File: config.mk
export PLATFORM = sky130hd
export DESIGN_NAME = awd_decoder
export DESIGN_NICKNAME = d
export VERILOG_FILES = /design/src/rtl/awd_pkg.sv /design/src/rtl/awd_window_regs.sv /design/src/rtl/awd_window_match.sv /design/src/rtl/awd_prio_pick.sv /design/src/rtl/awd_decoder.sv
export SDC_FILE = /design/constraint.sdc
export NUM_CORES = 1
export LEC_CHECK = 0
export ABC_AREA = 1
export BUFFER_PORTS_ARGS = -buffer_cell sky130_fd_sc_hd__buf_4
export CAP_MARGIN = 30
export CELL_PAD_IN_SITES_DETAIL_PLACEMENT = 2
export CELL_PAD_IN_SITES_GLOBAL_PLACEMENT = 2
export CORE_MARGIN = 2
export CORE_UTILIZATION = 25
export DETAILED_ROUTE_END_ITERATION = 16
export PLACE_DENSITY_LB_ADDON = 0.1
export SYNTH_ARGS = -nofsm -noshare
export SYNTH_HDL_FRONTEND = slang
export SYNTH_SLANG_ARGS = --single-unit
File: constraint.sdc
create_clock -name clk -period 2.1 [get_ports clk]
set_input_delay 0.315 -clock clk [delete_from_list [all_inputs] [get_ports clk]]
set_output_delay 0.315 -clock clk [all_outputs]
set_load 0.005 [all_outputs]
File: src/rtl/awd_pkg.sv
package awd_pkg;

    // Register field selector on the write port.
    typedef enum logic [1:0] {
        FLD_BASE = 2'd0,
        FLD_MASK = 2'd1,
        FLD_XLAT = 2'd2,
        FLD_CTRL = 2'd3
    } cfg_field_e;

    // Position of control bits in the write data word.
    localparam int CTRL_TEN_BIT   = 0;
    localparam int CTRL_SPACE_BIT = 1;

endpackage

File: src/rtl/awd_window_regs.sv
module awd_window_regs
    import awd_pkg::*;
#(
    parameter int NUM_WIN  = 6,
    parameter int DEC_BITS = 20,
    parameter int WIN_W    = 3,
    parameter int WDATA_W  = 20,
    parameter logic [NUM_WIN*DEC_BITS-1:0] DEF_BASE  = '0,
    parameter logic [NUM_WIN*DEC_BITS-1:0] DEF_MASK  = '0,
    parameter logic [NUM_WIN*DEC_BITS-1:0] DEF_XLAT  = '0,
    parameter logic [NUM_WIN-1:0]          DEF_TEN   = '0,
    parameter logic [NUM_WIN-1:0]          DEF_SPACE = '0
) (
    input  logic                        clk,
    input  logic                        rst_n,
    input  logic                        cfg_we,
    input  logic [WIN_W-1:0]            cfg_win,
    input  logic [1:0]                  cfg_field,
    input  logic [WDATA_W-1:0]          cfg_wdata,
    output logic [NUM_WIN*DEC_BITS-1:0] base_o,
    output logic [NUM_WIN*DEC_BITS-1:0] mask_o,
    output logic [NUM_WIN*DEC_BITS-1:0] xlat_o,
    output logic [NUM_WIN-1:0]          ten_o,
    output logic [NUM_WIN-1:0]          space_o
);

    typedef struct packed {
        logic [DEC_BITS-1:0] base;
        logic [DEC_BITS-1:0] mask;
        logic [DEC_BITS-1:0] xlat;
        logic                ten;
        logic                space;
    } win_t;

    for (genvar w = 0; w < NUM_WIN; w++) begin : g_win
        localparam win_t RST_VAL = '{
            base:  DEF_BASE[w*DEC_BITS +: DEC_BITS],
            mask:  DEF_MASK[w*DEC_BITS +: DEC_BITS],
            xlat:  DEF_XLAT[w*DEC_BITS +: DEC_BITS],
            ten:   DEF_TEN[w],
            space: DEF_SPACE[w]
        };

        win_t win_d, win_q;

        always_comb begin
            win_d = win_q;
            if (cfg_we && (cfg_win == WIN_W'(w))) begin
                case (cfg_field_e'(cfg_field))
                    FLD_BASE: win_d.base = cfg_wdata[DEC_BITS-1:0];
                    FLD_MASK: win_d.mask = cfg_wdata[DEC_BITS-1:0];
                    FLD_XLAT: win_d.xlat = cfg_wdata[DEC_BITS-1:0];
                    FLD_CTRL: begin
                        win_d.ten   = cfg_wdata[CTRL_TEN_BIT];
                        win_d.space = cfg_wdata[CTRL_SPACE_BIT];
                    end
                    default: win_d = win_q;
                endcase
            end
        end

        always_ff @(posedge clk or negedge rst_n) begin
            if (!rst_n) win_q <= RST_VAL;
            else        win_q <= win_d;
        end

        assign base_o[w*DEC_BITS +: DEC_BITS] = win_q.base;
        assign mask_o[w*DEC_BITS +: DEC_BITS] = win_q.mask;
        assign xlat_o[w*DEC_BITS +: DEC_BITS] = win_q.xlat;
        assign ten_o[w]   = win_q.ten;
        assign space_o[w] = win_q.space;

        // the first sampled state after reset equals the parameter defaults
        p_defaults_r9: assert property (@(posedge clk) disable iff (!rst_n)
            $rose(rst_n) |-> (win_q == RST_VAL));
    end

endmodule

File: src/rtl/awd_window_match.sv
module awd_window_match #(
    parameter int ADDR_W     = 32,
    parameter int DEC_BITS   = 20,
    parameter bit TRANS_IMPL = 1'b1
) (
    input  logic [ADDR_W-1:0]   addr_i,
    input  logic                io_i,
    input  logic [DEC_BITS-1:0] base_i,
    input  logic [DEC_BITS-1:0] mask_i,
    input  logic [DEC_BITS-1:0] xlat_i,
    input  logic                xlat_en_i,
    input  logic                space_i,
    output logic                hit_o,
    output logic [ADDR_W-1:0]   addr_o
);

    localparam int LOW_W = ADDR_W - DEC_BITS;
    localparam logic [DEC_BITS-1:0] DEC_LSB = DEC_BITS'(1);

    logic [DEC_BITS-1:0] upper;
    logic [DEC_BITS-1:0] eff_mask;
    logic [DEC_BITS-1:0] new_upper;

    assign upper    = addr_i[ADDR_W-1 -: DEC_BITS];
    // Memory windows never compare the lowest decoded bit.
    assign eff_mask = space_i ? mask_i : (mask_i & ~DEC_LSB);
    assign hit_o    = (eff_mask != '0) && (space_i == io_i)
                    && (((upper ^ base_i) & eff_mask) == '0);

    if (TRANS_IMPL) begin : g_xlat
        assign new_upper = xlat_en_i ? ((upper & ~eff_mask) | (xlat_i & eff_mask))
                                     : upper;
    end else begin : g_pass
        logic unused_xlat;
        assign unused_xlat = &{1'b0, xlat_i, xlat_en_i};
        assign new_upper   = upper;
    end

    assign addr_o = {new_upper, addr_i[LOW_W-1:0]};

endmodule

File: src/rtl/awd_prio_pick.sv
module awd_prio_pick #(
    parameter int NUM_WIN = 6,
    parameter int WIN_W   = 3
) (
    input  logic [NUM_WIN-1:0] hits_i,
    output logic [NUM_WIN-1:0] onehot_o,
    output logic [WIN_W-1:0]   idx_o,
    output logic               any_o
);

    always_comb begin
        onehot_o = '0;
        idx_o    = '0;
        for (int w = NUM_WIN - 1; w >= 0; w--) begin
            if (hits_i[w]) begin
                onehot_o    = '0;
                onehot_o[w] = 1'b1;
                idx_o       = WIN_W'(w);
            end
        end
    end

    assign any_o = |hits_i;

endmodule

File: src/rtl/awd_decoder.sv
module awd_decoder
    import awd_pkg::*;
#(
    parameter int NUM_WIN    = 6,
    parameter int ADDR_W     = 32,
    parameter int DEC_BITS   = 20,
    parameter bit TRANS_IMPL = 1'b1,
    parameter int WIN_W      = (NUM_WIN > 1) ? $clog2(NUM_WIN) : 1,
    parameter int WDATA_W    = (DEC_BITS < 2) ? 2 : DEC_BITS,
    parameter logic [NUM_WIN*DEC_BITS-1:0] DEF_BASE  = '0,
    parameter logic [NUM_WIN*DEC_BITS-1:0] DEF_MASK  = {NUM_WIN{~DEC_BITS'(15)}},
    parameter logic [NUM_WIN*DEC_BITS-1:0] DEF_XLAT  = '0,
    parameter logic [NUM_WIN-1:0]          DEF_TEN   = '0,
    parameter logic [NUM_WIN-1:0]          DEF_SPACE = '0
) (
    input  logic               clk,
    input  logic               rst_n,
    input  logic               cfg_we,
    input  logic [WIN_W-1:0]   cfg_win,
    input  logic [1:0]         cfg_field,
    input  logic [WDATA_W-1:0] cfg_wdata,
    input  logic               req_valid,
    input  logic [ADDR_W-1:0]  req_addr,
    input  logic               req_io,
    input  logic [1:0]         lat_sel,
    output logic               req_ready,
    output logic               dec_valid,
    output logic               hit_any,
    output logic [NUM_WIN-1:0] hit_vec,
    output logic [WIN_W-1:0]   hit_idx,
    output logic [ADDR_W-1:0]  out_addr
);

    logic [NUM_WIN*DEC_BITS-1:0] base_w, mask_w, xlat_w;
    logic [NUM_WIN-1:0]          ten_w, space_w;
    logic [NUM_WIN-1:0]          raw_hits;
    logic [ADDR_W-1:0]           xaddr [NUM_WIN];
    logic [NUM_WIN-1:0]          pick_vec;
    logic [WIN_W-1:0]            pick_idx;
    logic                        pick_any;
    logic [ADDR_W-1:0]           sel_addr;

    awd_window_regs #(
        .NUM_WIN(NUM_WIN), .DEC_BITS(DEC_BITS), .WIN_W(WIN_W), .WDATA_W(WDATA_W),
        .DEF_BASE(DEF_BASE), .DEF_MASK(DEF_MASK), .DEF_XLAT(DEF_XLAT),
        .DEF_TEN(DEF_TEN), .DEF_SPACE(DEF_SPACE)
    ) i_regs (
        .clk(clk), .rst_n(rst_n), .cfg_we(cfg_we), .cfg_win(cfg_win),
        .cfg_field(cfg_field), .cfg_wdata(cfg_wdata),
        .base_o(base_w), .mask_o(mask_w), .xlat_o(xlat_w),
        .ten_o(ten_w), .space_o(space_w)
    );

    for (genvar w = 0; w < NUM_WIN; w++) begin : g_match
        awd_window_match #(
            .ADDR_W(ADDR_W), .DEC_BITS(DEC_BITS), .TRANS_IMPL(TRANS_IMPL)
        ) i_match (
            .addr_i(req_addr), .io_i(req_io),
            .base_i(base_w[w*DEC_BITS +: DEC_BITS]),
            .mask_i(mask_w[w*DEC_BITS +: DEC_BITS]),
            .xlat_i(xlat_w[w*DEC_BITS +: DEC_BITS]),
            .xlat_en_i(ten_w[w]), .space_i(space_w[w]),
            .hit_o(raw_hits[w]), .addr_o(xaddr[w])
        );
    end

    awd_prio_pick #(.NUM_WIN(NUM_WIN), .WIN_W(WIN_W)) i_prio (
        .hits_i(raw_hits), .onehot_o(pick_vec), .idx_o(pick_idx), .any_o(pick_any)
    );

    always_comb begin
        sel_addr = req_addr;
        for (int w = 0; w < NUM_WIN; w++) begin
            if (pick_vec[w]) sel_addr = xaddr[w];
        end
    end

    typedef struct packed {
        logic               busy;
        logic [1:0]         left;
        logic               vld;
        logic               any;
        logic [NUM_WIN-1:0] vec;
        logic [WIN_W-1:0]   idx;
        logic [ADDR_W-1:0]  addr;
    } state_t;

    state_t st_d, st_q;

    always_comb begin
        st_d     = st_q;
        st_d.vld = 1'b0;
        if (!st_q.busy) begin
            if (req_valid) begin
                st_d.busy = 1'b1;
                st_d.left = (lat_sel == 2'd0) ? 2'd0 : (lat_sel - 2'd1);
                st_d.any  = pick_any;
                st_d.vec  = pick_vec;
                st_d.idx  = pick_idx;
                st_d.addr = sel_addr;
            end
        end else if (st_q.left == 2'd0) begin
            st_d.busy = 1'b0;
            st_d.vld  = 1'b1;
        end else begin
            st_d.left = st_q.left - 2'd1;
        end
    end

    always_ff @(posedge clk or negedge rst_n) begin
        if (!rst_n) st_q <= '0;
        else        st_q <= st_d;
    end

    assign req_ready = !st_q.busy;
    assign dec_valid = st_q.vld;
    assign hit_any   = st_q.any;
    assign hit_vec   = st_q.vec;
    assign hit_idx   = st_q.idx;
    assign out_addr  = st_q.addr;

    // Checker-only count of consecutive busy cycles.
    logic [2:0] busy_run_q;
    always_ff @(posedge clk or negedge rst_n) begin
        if (!rst_n)         busy_run_q <= '0;
        else if (!req_ready) busy_run_q <= busy_run_q + 3'd1;
        else                busy_run_q <= '0;
    end

    // acceptance makes the decoder busy on the next cycle
    p_accept_busy_r8: assert property (@(posedge clk) disable iff (!rst_n)
        (req_valid && req_ready) |=> !req_ready);

    // the result strobe lasts a single cycle
    p_pulse_r8: assert property (@(posedge clk) disable iff (!rst_n)
        dec_valid |=> !dec_valid);

    // no more than three wait states
    p_wait_bound_r8: assert property (@(posedge clk) disable iff (!rst_n)
        busy_run_q <= 3'd3);

    // delivered winner is one-hot and agrees with the any-hit flag
    p_onehot_r5: assert property (@(posedge clk) disable iff (!rst_n)
        dec_valid |-> ($onehot0(hit_vec) && (hit_any == (hit_vec != '0))));

    // the held result is frozen while waiting
    p_snapshot_r11: assert property (@(posedge clk) disable iff (!rst_n)
        !req_ready |=> ($stable(out_addr) && $stable(hit_vec) && $stable(hit_idx)));

endmodule

======== Yosys cells after proc, flatten, opt, wreduce, memory -nomap -nowiden ========
Index checks and enable logic that the tools add are counted.
operators by class
  $add $sub $neg .......................... 2
  $mul .................................... 0
  divide/modulo/power cells ............... 0
  $lt $le $gt $ge ......................... 0
  eq/ne operators ......................... 15
  shift-type cells ........................ 0
  muxes and demuxes ....................... 37
  bitwise operators ....................... 37
  reductions and logical operators ........ 63
operators by type and width
  kind                                                                 count
  20-bit AND                                                           18
  32-bit two-way mux                                                   6
  20-bit zero test                                                     6
  20-bit two-way mux                                                   6
  20-bit inverter                                                      6
  20-bit OR                                                            6
  20-bit nonzero test                                                  6
  20-bit XOR                                                           6
  2-bit AND reduction                                                  26
  6-bit two-way mux                                                    6
  3-bit two-way mux                                                    8
  1-bit logical AND                                                    18
  1-bit two-way mux                                                    9
  1-bit == test                                                        6
  3-bit by 2-bit == test with 1-bit output (second input constant)     2
  3-bit == test (second input constant)                                2
  2-bit zero test                                                      3
  6-bit OR reduction                                                   1
  2-bit == test (second input constant)                                2
  2-bit two-way mux                                                    2
  2-bit by 1-bit subtractor with 2-bit output (second input constant)  2
  3-bit by 1-bit == test with 1-bit output (second input constant)     1
  3-bit zero test                                                      1
  2-bit by 1-bit == test with 1-bit output (second input constant)     1
  4 further kinds                                                      4
word-level totals
  bits in registers ....................... 418
  latch bits .............................. 0
  memory bits (writable) .................. 0
  bits in read-only memories .............. 0
  input port bits ......................... 64
  output and inout port bits .............. 44
  logic and storage cells ................. 191
  memories ................................ 0

======== Longest topological paths before layout ========
  depth after elaboration ................. 16
  mapped depth ............................ 20
  depth with buffers taken out ............ 19

======== By module ========
Synthesis repeated with hierarchy kept, for this count alone.
second synthesis, totals
  cells, all modules ...................... 3661
  area total of the unflattened synthesis .. 25184.2 µm²
by module, submodules not included
  module            instances  cells each  area each (µm²)  seq. area each (µm²)
  awd_window_regs   1          1701        15125.8          9429.0
  awd_window_match  6          211         967.2            0.0
  awd_decoder       1          670         4149.0           1151.1
  awd_prio_pick     1          24          106.4            0.0

======== Worst setup path before layout ========
Ideal clock, no wire load.
  path kind ............................... in2reg
  from .................................... in req_addr[29]
  to ...................................... reg st_q (netlist bit out_addr[13])
  library setup time ...................... 0.116 ns
  data arrival time ....................... 1.780 ns
  data required time ...................... 1.984 ns
  slack ................................... 0.204 ns
  stages .................................. 15
  buffers on the path ..................... 2
  cells stage by stage .................... buf_2 > or2_1 > nand3_1 > nand2_1 > nor3_1 > nand3_1 > nor2_2 > buf_4 > nor2_1 > nand2_1 > nand2_1 > nand2_1 > nand2_1 > nand2_1 > nand2_1
on the way
  word-level cells in the longest chain between the ends .. 15
  elaborated cells on any way between the ends .. 36
  classes of those cells .................. mux: 12; bitwise: 12; reduce/logical: 12
ends and longest elaborated chain
  item                              line                    source
  start, declared                   awd_decoder.sv:23       input logic [ADDR_W-1:0] req_addr,
  20-bit XOR                        awd_window_match.sv:28  && (((upper ^ base_i) & eff_mask) == '0);
  20-bit AND                        awd_window_match.sv:28
  20-bit zero test                  awd_window_match.sv:28
  1-bit logical AND                 awd_window_match.sv:28
  6-bit two-way mux (4 in series)   awd_prio_pick.sv:15     if (hits_i[w]) begin
  6-bit two-way mux (*)             awd_prio_pick.sv:15
  32-bit two-way mux (5 in series)  awd_decoder.sv:74       if (pick_vec[w]) sel_addr = xaddr[w];
  32-bit two-way mux (*)            awd_decoder.sv:74
  end signal, assigned              awd_decoder.sv:112      else st_q <= st_d;
  end, declared                     awd_decoder.sv:88       state_t st_d, st_q;
Every way passes the cells marked *; elsewhere a longest branch is shown, timed or not.
A chain may end at the register's enable or synchronous reset.

======== Final worst setup path ========
  from .................................... reg i_regs.g_win[0].win_q (netlist bit i_regs.mask_o[6])
  to ...................................... reg st_q (netlist bit out_addr[19])
on the way
  word-level cells in the longest chain between the ends .. 10
  elaborated cells on any way between the ends .. 12
  classes of those cells .................. mux: 7; bitwise: 1; reduce/logical: 4
ends and longest elaborated chain
  item                                                          line                                            source
  start, declared                                               awd_window_regs.sv:44                           win_t win_d, win_q;
  start signal, assigned                                        awd_window_regs.sv:64                           else win_q <= win_d;
  20-bit AND / 20-bit nonzero test (equally long branches)      awd_window_match.sv:28, awd_window_match.sv:27
  20-bit zero test / 1-bit logical AND (equally long branches)  awd_window_match.sv:28, awd_window_match.sv:27
  1-bit logical AND (*)                                         awd_window_match.sv:28
  6-bit two-way mux (*)                                         awd_prio_pick.sv:15
  32-bit two-way mux (5 in series)                              awd_decoder.sv:74
  32-bit two-way mux (*)                                        awd_decoder.sv:74
Marks and branches as above.

==> metrics.txt <==
Worst Hold Class input pin to flip-flop; Final ANT Viol Nets 0; synth warn 0; final worst slack -0.467 ns; fin util 34.7%; Vias/cell 4.88; worst reg2reg endpoint out_addr[19]; crit path time final 2.57 ns; most used cell, CP nand2_1; CTS max path bufs 3; Slew headroom 56.2%; layout cell share with drive strength beyond 1 31.5%; Mapped Area 0.0223 mm2; final critical-path share of the clock period 122%; DRC 0; worst slew pin tran 0.657 ns; CTS sink cnt 418; Setup Viol. Count Final 27; WS Path Type flip-flop to flip-flop; Die ar. 0.0915 mm2; R2R depth 19; Clock transition at path regs 0.06 ns; CP required 2.62 ns; Die X 302 um; CP Max Fanout 7; overall power 33100 uW; post-synthesis register bit count 418; core area 0.0884 mm2; row count 109; Starting DRT DRC Count 1093; first-pass GRT wire length 165000 um; Final Skew 0.0296 ns; largest net degree at the start of global routing 66; Critical Path End Type flip-flop; final count of hold timing violations 0; syn_area_per_cell 7.39 um2; Worst setup SP type flip-flop; initial antenna violation count 0; Synth area leader dfrtp_1; Worst R2R Setup Slack -0.47 ns; hold depth 4; DP HPWL 81100 um; # IOs 108; Global Route Usage Sum 24.5%; CTS Root Cell clkbuf_16; slowest CP cell dfstp_2; final slew viol count 0; failing checks setup timing; top_reg_cell synth dfrtp_1; DRT Wirelength 112000 um; clock latency on the worst-skew pair 0.64 ns; starting density of the core 25.2%; maxcap violations 0; async set-reset flop share out of synthesis 100%; Worst VDD drop 0.601 mV; worst min-delay path endpoint st_q[43]; number of synthesized flops with an enable pin 0; Via Count 22.7k; worst reg2reg path startpoint i_regs.mask_o[6]; GRT overflow 0; Net Count, Synth 3077; critical path cell sequence buf_4, nand3_2, nand2_1, nor2_1, nand2_1, nor2_2, nand2_4, nand2_4, buf_6, nor2_4, nand3_4, buf_12, inv_12, buf_12, nand3_4, nand2_2, nand2_2, nand2_1, nand2_1; # diodes 0; Num CTS Buffers 54; power density over cell area 1080 mW/mm2; # nets final 3492; Max Fclk 390 MHz; synth cell count leaders nand2_1 (1001), o21ai_0 (414), dfrtp_1 (322), nor2_1 (254), nand3_1 (198); Leak 0.0147 uW; worst endpoint data arrival time 3.08 ns; port bufs 107; RePlAce Congestion 0.869; drt wl/cell 24.1 um; area delta synth->final 37.8%; synth top area cells dfrtp_1 (36%), nand2_1 (17%), dfstp_2 (11%), o21ai_0 (9.3%), nand3_1 (4.4%); sequential area share after synthesis 47.5%; cell count after synthesis 3012; final setup TNS -8.96 ns; Vert. Die Dim 302 um; Critical Path Max Stage Delay 0.54 ns; Synth cell types 43; final hold slack 0.0431 ns; status finished, violations left; CTS tree done; CTS H-tree lvls 2; count leader, synth nand2_1; RSZ-0062 raised after global routing yes; HP Start lat_sel[0]; vias in the first global route 25.0k; TritonRoute pass-1 iters 4; post-synth top area share 36.2%
-- where the power goes --
group | leakage [uW] | internal [uW] | switching [uW]
sequential | 0.00515 | 10100 | 1490
clock | 0.000863 | 5510 | 3920
combinational | 0.00873 | 5140 | 6900
-- critical path: cells and delay by family, from the launching register on --
kind,cells,cell delay (ns)
buf+inv,5,0.66
flops,1,0.54
simple gates,14,1.22
-- layer usage --
metal	vias to the layer above	GRT usage, %	routed length (um)
li1	10500	-	-
met1	11600	32.0	50600
met2	332	41.8	54300
met3	177	2.72	2980
met4	0	8.83	3930
met5	-	0	0
-- sequential cells by signal, indices dropped and copies added, names as in the netlist, 3 cells and up --
register / count
out_addr: 32
i_regs.space_o: 6
i_regs.mask_o: 120
hit_idx: 3
hit_vec: 6
i_regs.ten_o: 6
st_q: 3
i_regs.base_o: 120
i_regs.xlat_o: 120
-- kinds of logic (layout without fill, tap and decap cells) --
| family | count (synthesis) | after routing | share of synthesized area (%) |
|---|---|---|---|
| compound gates | 607 | 607 | 14.8 |
| buf+inv | 410 | 871 | 8.28 |
| mux | 3 | 3 | 0.152 |
| simple gates | 1562 | 1562 | 28.8 |
| fa+ha+maj | 1 | 1 | 0.0562 |
| flops | 418 | 418 | 47.5 |
| xor+xnor | 11 | 11 | 0.433 |
-- cell usage in the layout, fill, tap and decap left out, types with 42 or more instances in the layout --
cell type	count
a21oi_1	108
a31o_2	57
buf_12	42
buf_4	484
clkbuf_16	57
dfrtp_1	319
dfstp_2	96
inv_1	171
nand2_1	925
nand2_2	70
nand3_1	138
nor2_1	192
nor2_2	60
o21ai_0	400
-- metrics by stage --
| step | setup WS, ns | instance area (um2) | cells |
|---|---|---|---|
| floorplan | 0.204 | 22300 | 3012 |
| global placement | -1.04 | 26900 | 4479 |
| detailed placement | -0.969 | 26900 | 4480 |
| CTS | -0.449 | 30100 | 4627 |
| global route | -0.594 | 30700 | 4638 |
| finish | -0.467 | 30700 | 4638 |
-- area by class of cell --
| cell class | instances | area [um2] |
|---|---|---|
| fillers | 10200 | 57700 |
| flip-flops and latches | 418 | 10600 |
| clock inverters | 16 | 176 |
| multi-input cells | 2184 | 11000 |
| repair buffers | 575 | 5160 |
| well taps | 1165 | 1460 |
| clock buffers | 86 | 1580 |
| inverters | 194 | 748 |
-- what timing repair did --
item | in CTS | in global routing
setup buffers | 27 | 16
resized for setup | 217 | 141
endpoints found under the hold margin | 151 | 0
endpoints found under the setup margin | 30 | 29
hold buffers | 13 | 0
pin swaps | 40 | 80
gates cloned | 8 | 3
-- how the worst max path moves through the flow --
stage / slack [ns] / startpoint / endpoint
after floorplan: 0.20 / req_addr[29] / out_addr[13]
after global placement: -1.04 / req_addr[25] / out_addr[18]
after detailed placement: -0.97 / req_addr[17] / out_addr[21]
after CTS: -0.45 / i_regs.mask_o[35] / out_addr[21]
after global routing: -0.59 / i_regs.mask_o[52] / out_addr[19]
final: -0.47 / i_regs.mask_o[6] / out_addr[19]
Power figures use the tool's default switching activity.
